File: src/rtl/pkt_grouper_pkg.sv
package pkt_grouper_pkg;
  typedef enum logic [1:0] {
    MODE_PASS  = 2'b00,
    MODE_DELIM = 2'b01,
    MODE_LEN   = 2'b10,
    MODE_BOTH  = 2'b11
  } grp_mode_e;
endpackage

File: src/rtl/grp_term_detect.sv
module grp_term_detect
  import pkt_grouper_pkg::*;
#(
  parameter int DATA_W = 9,
  parameter int LEN_W  = 8
) (
  input  logic [DATA_W-1:0] word_i,
  input  logic [DATA_W-1:0] delim_i,
  input  logic              delim_en_i,
  input  logic [LEN_W-1:0]  max_len_i,
  input  logic              max_len_en_i,
  input  logic [LEN_W-1:0]  len_next_i,
  output logic              active_o,
  output logic              close_o
);
  grp_mode_e mode;
  logic      hit_delim;
  logic      hit_len;

  assign mode      = grp_mode_e'({max_len_en_i, delim_en_i});
  assign hit_delim = (word_i == delim_i);
  // len_next >= 1 always, so max_len of 0 acts as 1
  assign hit_len   = (len_next_i >= max_len_i);

  always_comb begin
    active_o = 1'b1;
    close_o  = 1'b0;
    unique case (mode)
      MODE_PASS:  active_o = 1'b0;
      MODE_DELIM: close_o  = hit_delim;
      MODE_LEN:   close_o  = hit_len;
      MODE_BOTH:  close_o  = hit_delim | hit_len;
      default:    active_o = 1'b0;
    endcase
  end

  always_comb begin
    if (!active_o) a_r2_no_close_in_pass: assert (!close_o);
  end
endmodule

File: src/rtl/grp_len_counter.sv
module grp_len_counter #(
  parameter int LEN_W = 8
) (
  input  logic             clk_i,
  input  logic             rst_ni,
  input  logic             accept_i,
  input  logic             active_i,
  input  logic             close_i,
  output logic [LEN_W-1:0] len_next_o,
  output logic             empty_o
);
  localparam logic [LEN_W-1:0] LenMax = '1;

  logic [LEN_W-1:0] cnt_q;

  assign len_next_o = (cnt_q == LenMax) ? cnt_q : cnt_q + 1'b1;
  assign empty_o    = (cnt_q == '0);

  always_ff @(posedge clk_i or negedge rst_ni) begin
    if (!rst_ni) begin
      cnt_q <= '0;
    end else if (accept_i && active_i) begin
      cnt_q <= close_i ? '0 : len_next_o;
    end
  end

  a_r7_restart_after_close: assert property (@(posedge clk_i) disable iff (!rst_ni)
    (accept_i && active_i && close_i) |=> empty_o);

  a_r9_hold_without_accept: assert property (@(posedge clk_i) disable iff (!rst_ni)
    !accept_i |=> $stable(cnt_q));
endmodule

File: src/rtl/grp_out_stage.sv
module grp_out_stage #(
  parameter int PW = 19
) (
  input  logic          clk_i,
  input  logic          rst_ni,
  input  logic          load_i,
  input  logic [PW-1:0] data_i,
  input  logic          drop_i,
  input  logic          ready_i,
  output logic          valid_o,
  output logic [PW-1:0] data_o,
  output logic          overflow_o
);
  always_ff @(posedge clk_i or negedge rst_ni) begin
    if (!rst_ni) begin
      valid_o <= 1'b0;
      data_o  <= '0;
    end else if (load_i) begin
      valid_o <= 1'b1;
      data_o  <= data_i;
    end else if (ready_i) begin
      valid_o <= 1'b0;
    end
  end

  always_ff @(posedge clk_i or negedge rst_ni) begin
    if (!rst_ni)     overflow_o <= 1'b0;
    else if (drop_i) overflow_o <= 1'b1;
  end

  a_r8_stall_holds: assert property (@(posedge clk_i) disable iff (!rst_ni)
    (valid_o && !ready_i) |=> (valid_o && $stable(data_o)));

  a_r9_overflow_sticky: assert property (@(posedge clk_i) disable iff (!rst_ni)
    overflow_o |=> overflow_o);

  a_r8_load_shows: assert property (@(posedge clk_i) disable iff (!rst_ni)
    load_i |=> valid_o);
endmodule

File: src/rtl/pkt_grouper.sv
module pkt_grouper #(
  parameter int DATA_W = 9,
  parameter int LEN_W  = 8
) (
  input  logic              clk_i,
  input  logic              rst_ni,
  input  logic [DATA_W-1:0] word_i,
  input  logic              word_valid_i,
  input  logic [DATA_W-1:0] delim_i,
  input  logic              delim_en_i,
  input  logic [LEN_W-1:0]  max_len_i,
  input  logic              max_len_en_i,
  output logic              out_valid_o,
  input  logic              out_ready_i,
  output logic [DATA_W-1:0] out_word_o,
  output logic              out_sop_o,
  output logic              out_eop_o,
  output logic [LEN_W-1:0]  out_len_o,
  output logic              overflow_o
);
  localparam int PW = DATA_W + LEN_W + 2;

  logic             stall, accept, drop;
  logic             active, close, empty;
  logic [LEN_W-1:0] len_next;
  logic [PW-1:0]    beat_d, beat_q;

  assign stall  = out_valid_o & ~out_ready_i;
  assign accept = word_valid_i & ~stall;
  assign drop   = word_valid_i & stall;

  grp_term_detect #(.DATA_W(DATA_W), .LEN_W(LEN_W)) u_term (
    .word_i       (word_i),
    .delim_i      (delim_i),
    .delim_en_i   (delim_en_i),
    .max_len_i    (max_len_i),
    .max_len_en_i (max_len_en_i),
    .len_next_i   (len_next),
    .active_o     (active),
    .close_o      (close)
  );

  grp_len_counter #(.LEN_W(LEN_W)) u_cnt (
    .clk_i      (clk_i),
    .rst_ni     (rst_ni),
    .accept_i   (accept),
    .active_i   (active),
    .close_i    (close),
    .len_next_o (len_next),
    .empty_o    (empty)
  );

  assign beat_d = {word_i,
                   active & empty,
                   close,
                   active ? len_next : {LEN_W{1'b0}}};

  grp_out_stage #(.PW(PW)) u_out (
    .clk_i      (clk_i),
    .rst_ni     (rst_ni),
    .load_i     (accept),
    .data_i     (beat_d),
    .drop_i     (drop),
    .ready_i    (out_ready_i),
    .valid_o    (out_valid_o),
    .data_o     (beat_q),
    .overflow_o (overflow_o)
  );

  assign {out_word_o, out_sop_o, out_eop_o, out_len_o} = beat_q;

  a_r6_sop_is_first: assert property (@(posedge clk_i) disable iff (!rst_ni)
    (out_valid_o && out_sop_o) |-> (out_len_o == LEN_W'(1)));

  a_r6_eop_has_len: assert property (@(posedge clk_i) disable iff (!rst_ni)
    (out_valid_o && out_eop_o) |-> (out_len_o != '0));
endmodule

File: config.mk
export PLATFORM = sky130hd
export DESIGN_NAME = pkt_grouper
export DESIGN_NICKNAME = d
export VERILOG_FILES = /design/src/rtl/pkt_grouper_pkg.sv /design/src/rtl/grp_term_detect.sv /design/src/rtl/grp_len_counter.sv /design/src/rtl/grp_out_stage.sv /design/src/rtl/pkt_grouper.sv
export SDC_FILE = /design/constraint.sdc
export NUM_CORES = 1
export LEC_CHECK = 0
export BUFFER_PORTS_ARGS = -buffer_cell sky130_fd_sc_hd__buf_2
export CAP_MARGIN = 20
export CORE_MARGIN = 5
export CORE_UTILIZATION = 56
export CTS_CLUSTER_SIZE = 8
export DETAILED_ROUTE_END_ITERATION = 7
export HOLD_SLACK_MARGIN = 0.06
export PLACE_DENSITY = 0.85
export SLEW_MARGIN = 20
export SYNTH_ARGS = -nofsm -noshare
export SYNTH_HDL_FRONTEND = slang
export SYNTH_HIERARCHICAL = 1
export SYNTH_SLANG_ARGS = --single-unit
File: constraint.sdc
create_clock -name clk_i -period 4.05 [get_ports clk_i]
set_input_delay 0.2025 -clock clk_i [delete_from_list [all_inputs] [get_ports clk_i]]
set_output_delay 0.2025 -clock clk_i [all_outputs]
set_load 0.005 [all_outputs]
==> Word-level counts from Yosys, hierarchy flattened <==
Index checks and enable logic that the tools add are counted.
{ "classes": {"n_addsub": 1, "magnitude_cmp": 1, "n_eq_ne": 5, "muxes": 7, "bitwise": 7, "n_reduce_logical": 4} }
{ "ops": {"columns": ["cell", "n"], "rows": [
  ["2-to-1 mux 8 bit", 3],
  ["equality test 9 bit", 1],
  ["adder 8 x 1 -> 8 bit, second input constant", 1],
  ["equality test 8 bit, second input constant", 1],
  ["greater-or-equal comparator 8 bit", 1],
  ["zero test 8 bit", 1],
  ["AND 1 bit", 4],
  ["equality test 2 bit, second input constant", 2],
  ["2-to-1 mux 1 bit", 3],
  ["case mux 1 bit (3 select lines)", 1],
  ["equality test 2 x 1 -> 1 bit, second input constant", 1],
  ["zero test 2 bit", 1],
  ["NOT 1 bit", 2],
  ["nonzero test 2 bit", 1],
  ["logical AND 1 bit", 1],
  ["OR 1 bit", 1]
]} }
{ "word_totals": {"register_bits": 29, "output_inout_bits": 21, "elab_cells": 29} }

==> Depth between registers and ports, before layout <==
Gate-level depths: netlist (run 1).
{ "depth": {"depth_word": 6, "ltp_mapped": 15, "mapped_depth_nobuf": 13} }

==> Modules after synthesis <==
Netlist (run 1), hierarchy kept.
{ "by_module_without_submodules": {"columns": ["module", "instances", "cells_per_inst", "area_each_um2", "seq_area_each_um2"], "rows": [
  ["grp_out_stage", 1, 45, 850.8, 525.5],
  ["grp_len_counter", 1, 76, 641.9, 200.2],
  ["grp_term_detect", 1, 40, 319.1, 0.0],
  ["pkt_grouper", 1, 12, 73.8, 0.0]
]} }

==> Least setup slack after synthesis (run 1) <==
OpenSTA, ideal clock, no wires.
{ "synth_path": {"path_type": "register to register", "startpoint": "reg u_cnt.cnt_q[0]", "endpoint": "reg u_cnt.cnt_q[7]", "setup_time_ns": 0.120, "arrival_ns": 2.551, "setup_slack_ns": 1.379, "stages_incl_launch_ff": 16, "n_path_buf": 2, "synth_period_minus_slack_ns": 2.671, "cell_sequence": "dfrtp_1 ha_1 and4_1 buf_6 nand2_4 buf_6 xnor2_1 inv_1 ha_1 nor2b_1 o21ai_0 a21oi_1 o211ai_2 and3_1 nor2_1 o211a_1"} }
{ "synth_between": {"elab_chain_cells": 6, "elab_cells_between_ends": 7, "cone_classes": "add/sub: 1; order compare: 1; eq/ne: 1; mux: 3; bitwise: 1"} }
{ "synth_rtl": {"columns": ["item", "line", "rtl"], "rows": [
  ["start: declaration", "grp_len_counter.sv:14", "logic [LEN_W-1:0] cnt_q;"],
  ["start signal: assignment", "grp_len_counter.sv:23", "cnt_q <= close_i ? '0 : len_next_o;"],
  ["adder 8 x 1 -> 8 bit / equality test 8 bit (equally long branches)", "grp_len_counter.sv:16", "assign len_next_o = (cnt_q == LenMax) ? cnt_q : cnt_q + 1'b1;"],
  ["2-to-1 mux 8 bit *", "grp_len_counter.sv:16", null],
  ["named net len_next[0]", "pkt_grouper.sv:25", "logic [LEN_W-1:0] len_next;"],
  ["greater-or-equal comparator 8 bit *", "grp_term_detect.sv:23", "assign hit_len = (len_next_i >= max_len_i);"],
  ["OR 1 bit", "grp_term_detect.sv:32", "MODE_BOTH: close_o = hit_delim | hit_len;"],
  ["case mux 1 bit (3 select lines) *", "grp_term_detect.sv:28", "unique case (mode)"],
  ["named net beat_d[8]", "pkt_grouper.sv:26", "logic [PW-1:0] beat_d, beat_q;"],
  ["2-to-1 mux 8 bit *", "grp_len_counter.sv:23", null]
]} }
The timed path passes the listed nets; every way through them passes the cells marked *.
A chain may end at the register's enable or synchronous reset.

==> Final worst setup path (run 1) <==
{ "layout_path": {"startpoint": "reg u_cnt.cnt_q[0]", "endpoint": "reg u_cnt.cnt_q[4]"} }
Same word-level chain as after synthesis.

==> metrics.csv, run 1 <==
metric,value,unit
final_core_util,66.4,%
dieArea,4630,um^2
insertion_delay,330,ps
fin_crit,3120,ps
grt_pass1_vias,1303,
clk_pin_slew,90,ps
stdcell_area,2200,um^2
cts-root-buf,clkbuf_4,
outcome,finished clean,
max_freq,321,MHz
end_kind,register,
die_w,68.0,um
fin_nets,267,
regArea,726,um^2
finalSetupViolCount,0,
cap_viol_max_count,0,
synth_edf_count,0,
start_kind,register,
holdBufCountCts,1,
vias_per_cell,5.30,
wl_per_cell,14.1,um
tightest_slew,650,ps
route.met3.wl,208,um
place_hpwl,2980,um
postCtsSetupRepairBufs,0,
ioPinCount,53,
synthTopCellsByArea,"dfrtp_1 (38%), mux2_4 (16%), ha_1 (6.6%), xor2_1 (4.2%), and2_1 (3.6%)",
area_growth,16.6,%
hold_class,input pin to register,
yosys.area.top_type_share,38.5,%
syn_nets,215,
multi_input_area,1040,um^2
numCtsBuffers,5,
clock_path_buffers,2,
num_rows,21,
overflow,0,
finalHoldViolCount,0,
drt-met1-wl,1640,um
ys_warn_count,6,
numPortBuffers,52,
mostFrequentLayoutCell,buf_2,
vias,1441,
start_util,57.0,%
grt_use_total,17.7,%
grt_pass1_wl,6040,um
gp_congestion,0.875,
place_area,2140,um^2
synth_cell_type_count,39,
ir_worst_vdd,0.000233,V
grt_max_degree,30,
ys.flop_type,dfrtp_1,
cts_num_sinks,29,
synthCells,173,
synth_seq_cells,29,
p_leak,1.20,nW
async_flop_share,100,%
critPathKind,register to register,
wl,3840,um
drt_iter0_drc,69,
drt-pass1-iter-count,4,
n_antenna_cell,0,
hold_slack,126,ps
drive_gt1_share,38.1,%
dieHeight,68.0,um
post_cts_resize_count,0,
rsz0062_at_grt,no,
grt_antenna_before_repair,0,
wl_met2,1940,um
relSlewSlack,56.7,%
p_per_area,451,nW/um^2
finClkSkew,8.10,ps
mostFrequentLayoutCells,"buf_2 (52), dfrtp_1 (29), mux2_4 (20), inv_1 (12), and2_1 (11)",
htreeDepth,2,
ant_nets,0,
drc,0,
cts_tree,yes,
maxSlewViolCount,0,
path_max_fanout,12,
yosys.area.top_type,dfrtp_1,
worstPathArrival,3360,ps
stdcell_count,272,
avgSynthCellArea,10.9,um^2
crit_required,4290,ps
fin_crit_sh,77.0,%
fillers,262,
tns,0,ps
top_layer_used,met4,
yosysSeqAreaShare,38.5,%
dp_cells,263,
synth_area,1890,um^2
core_area,3310,um^2
cells in the mapped netlist, types with 2 or more instances:
master	number
nand3_1	4
and4_1	2
and3_1	4
a21oi_1	6
ha_1	10
xor2_1	9
nor2_1	9
and2_1	11
xnor2_1	4
nand2_1	9
or2_2	2
buf_2	3
dfrtp_1	29
nor4_2	2
o22ai_1	2
a21o_1	3
inv_1	12
o21ai_0	4
mux2_4	20
nand4_1	3
buf_6	5
a31oi_1	3
report_power, final:
part,switching [W],leakage (nW),internal [W]
Sequential,0.0000697,0.356,0.000358
Clock,0.0000963,0.0265,0.0000690
Combinational,0.000181,0.812,0.000218
kinds of logic (layout without fill, tap and decap cells):
group,Yosys count,after routing,share of synthesized area [%]
adder cells (fa/ha/maj),10,10,6.64
AND/OR/NAND/NOR,51,51,15.6
buffers and inverters,21,74,6.37
XOR/XNOR,13,13,6.04
AO/OA/AOI/OAI,28,28,10.4
multiplexers,21,21,16.5
flip-flops,29,29,38.5
state kept, by name, summed over array words and instances (netlist names):
name	cells
u_cnt/cnt_q	8
u_out/data_o	19
u_out/overflow_o	1
u_out/valid_o	1
metal layers:
metal	up-vias	GRT usage (%)
met2	34	28.3
met1	687	22.4
met5	-	0
met3	6	5.91
li1	714	-
met4	0	5.96
path summary, 6_finish.rpt:
path / end / start / cells after the start / slack [ps]
min in group asynchronous: u_cnt/cnt_q[2] / rst_ni / 2 / 420
max in group asynchronous: u_out/data_o[10] / rst_ni / 2 / 3200
min reg2reg: u_out/overflow_o / u_out/overflow_o / 1 / 470
max: u_cnt/cnt_q[4] / u_cnt/cnt_q[0] / 12 / 930
max reg2reg: u_cnt/cnt_q[4] / u_cnt/cnt_q[0] / 12 / 930
min: u_out/data_o[14] / word_i[4] / 2 / 130
critical path, cell delays in order, from the launching register on:
cell      delay (ps)
dfrtp_1          450
ha_1             280
and4_1           390
nand2_4          160
and3_1           240
nor2_1           150
ha_1             260
a21oi_1          130
o21ai_0           90
a21oi_1          170
o211ai_2         230
and3_1           240
a311oi_1         240
metrics by stage:
stage	setup WS (ps)	power, W
4_1_cts	963	0.000999
3_3_place_gp	1030	0.000821
6_report	930	0.000992
3_5_place_dp	985	0.000829
5_1_grt	624	0.00108
2_1_floorplan	1380	0.000718
final cells by class:
type / instances / share of cell area [%]
clock buffer: 8 / 2.22
multi-input combinational: 123 / 47.5
timing repair buffer: 54 / 12.6
tap: 46 / 2.62
inverter: 12 / 2.05
sequential: 29 / 33.0
Note: power is estimated with default switching activity, not from simulation.
==> run 2: changes to the inputs <==
Settings changed: CORE_UTILIZATION 56 to 47, PLACE_DENSITY 0.85 to 0.76.
Clock period 4.05 ns to 2.5 ns, I/O delays scaled along.
==> metrics.csv, run 2 (synthesis gave the netlist of run 1 again) <==
metric,value,unit
layout_setup_ws,-24.7,ps
vias_per_cell,5.15,
ir_worst_vdd,0.000372,V
num_rows,23,
p_leak,1.34,nW
grt_antenna_before_repair,0,
vias,1551,
grt_max_degree,30,
end_kind,register,
tightest_slew,637,ps
hold_class,input pin to register,
drc,0,
wl,4530,um
post-place-ws,-193,ps
cp.depth,13,
cts-root-buf,clkbuf_8,
area_growth,34.6,%
hold_slack,101,ps
path_buf_inv,0,
stdcell_count,301,
grt_pass1_vias,1454,
mostFrequentLayoutCell,buf_2,
drive_gt1_share,51.8,%
clock_path_buffers,2,
clk_pin_slew,70,ps
ant_nets,0,
finalSetupViolCount,3,
fin_crit_sh,101,%
maxSlewViolCount,0,
dieArea,5380,um^2
critPathKind,register to register,
cts_tree,yes,
core_area,3940,um^2
place_hpwl,3200,um
insertion_delay,280,ps
numCtsBuffers,5,
largest_reg_flops,19,
r2r_cells,13,
dieHeight,73.3,um
worst_path_max_delay_cell,dfrtp_1,
total_power,0.00204,W
die_w,73.3,um
numPortBuffers,52,
wl_per_cell,15.0,um
n_antenna_cell,0,
violations,setup timing,
start_util,47.8,%
cap_viol_max_count,0,
start_kind,register,
drt_iter0_drc,73,
cp_cell_sequence,ha_4 > and4_4 > nand3_2 > nor2_1 > nor2_1 > ha_1 > a21o_1 > a21o_1 > a22oi_2 > o211ai_4 > and3_4 > nor2_2 > o211a_1,
mostFrequentLayoutCells,"buf_2 (52), dfrtp_1 (27), buf_4 (25), mux2_4 (20), inv_1 (12)",
grt_use_total,15.9,%
p_per_area,804,nW/um^2
slowest_delay,380,ps
reg_top3,"u_out/data_o x19, u_cnt/cnt_q x8",
ioPinCount,53,
drt-pass1-iter-count,4,
overflow,0,
finalHoldViolCount,0,
htreeDepth,2,
regMostFlops,u_out/data_o,
crit_required,2730,ps
worstPathArrival,2750,ps
grt_pass1_wl,6650,um
dp_cells,286,
cp_top_family,compound AO/OA/AOI/OAI gates,
fin_crit,2520,ps
gp_congestion,0.836,
final_core_util,64.4,%
finClkSkew,7.03,ps
max_freq,396,MHz
cts_num_sinks,29,
hold_depth,2,
path_max_fanout,7,
relSlewSlack,57.5,%
rsz0062_at_grt,yes,
outcome,"complete, but fails checks",
fin_nets,292,
==> run 2: worst paths after layout <==
check	from	end	slack [ps]
hold / removal	word_i[0]	u_out/data_o[10]	100
min in group asynchronous	rst_ni	u_cnt/cnt_q[4]	400
setup / recovery	u_cnt/cnt_q[1]	u_cnt/cnt_q[7]	-20
hold reg to reg	u_out/overflow_o	u_out/overflow_o	470
max in group asynchronous	rst_ni	u_cnt/cnt_q[0]	1650
setup reg to reg	u_cnt/cnt_q[1]	u_cnt/cnt_q[7]	-20
==> run 2: final cells by class <==
| class | instances | area, um^2 |
|---|---|---|
| clock buffers | 5 | 68.8 |
| clock inverters | 3 | 46.3 |
| fillers | 299 | 1400 |
| inverters | 12 | 45.0 |
| multi-input cells | 123 | 1120 |
| flip-flops and latches | 29 | 728 |
| well taps | 50 | 62.6 |
| repair buffers | 79 | 469 |
==> run 2: repair_timing <==
| item | in CTS | in global routing |
|---|---|---|
| setup buffers | 3 | 3 |
| hold buffers | 1 | 0 |
| gates resized for setup | 6 | 10 |
| setup endpoints to repair | 9 | 5 |
| endpoints found under the hold margin | 29 | 0 |
| pin swaps | 8 | 5 |
==> run 2: per-stage QoR <==
step	area (um^2)	setup TNS, ps
2_1_floorplan	1900	-34.4
6_report	2540	-45.3
3_3_place_gp	2310	-293
5_1_grt	2540	-554
4_1_cts	2480	0
3_5_place_dp	2310	-967
==> run 2: power by group <==
group	internal [W]	leakage [nW]	total (W)	switching, W
sequential	0.000583	0.354	0.000679	0.0000960
clock	0.000298	0.0543	0.000484	0.000186
combinational	0.000481	0.933	0.000879	0.000398
==> run 2: layer usage <==
metal	track usage [%]	part of all wire, %
met4	6.24	1.3
met3	2.60	5.4
met5	0	0
met2	25.7	53
met1	21.3	40
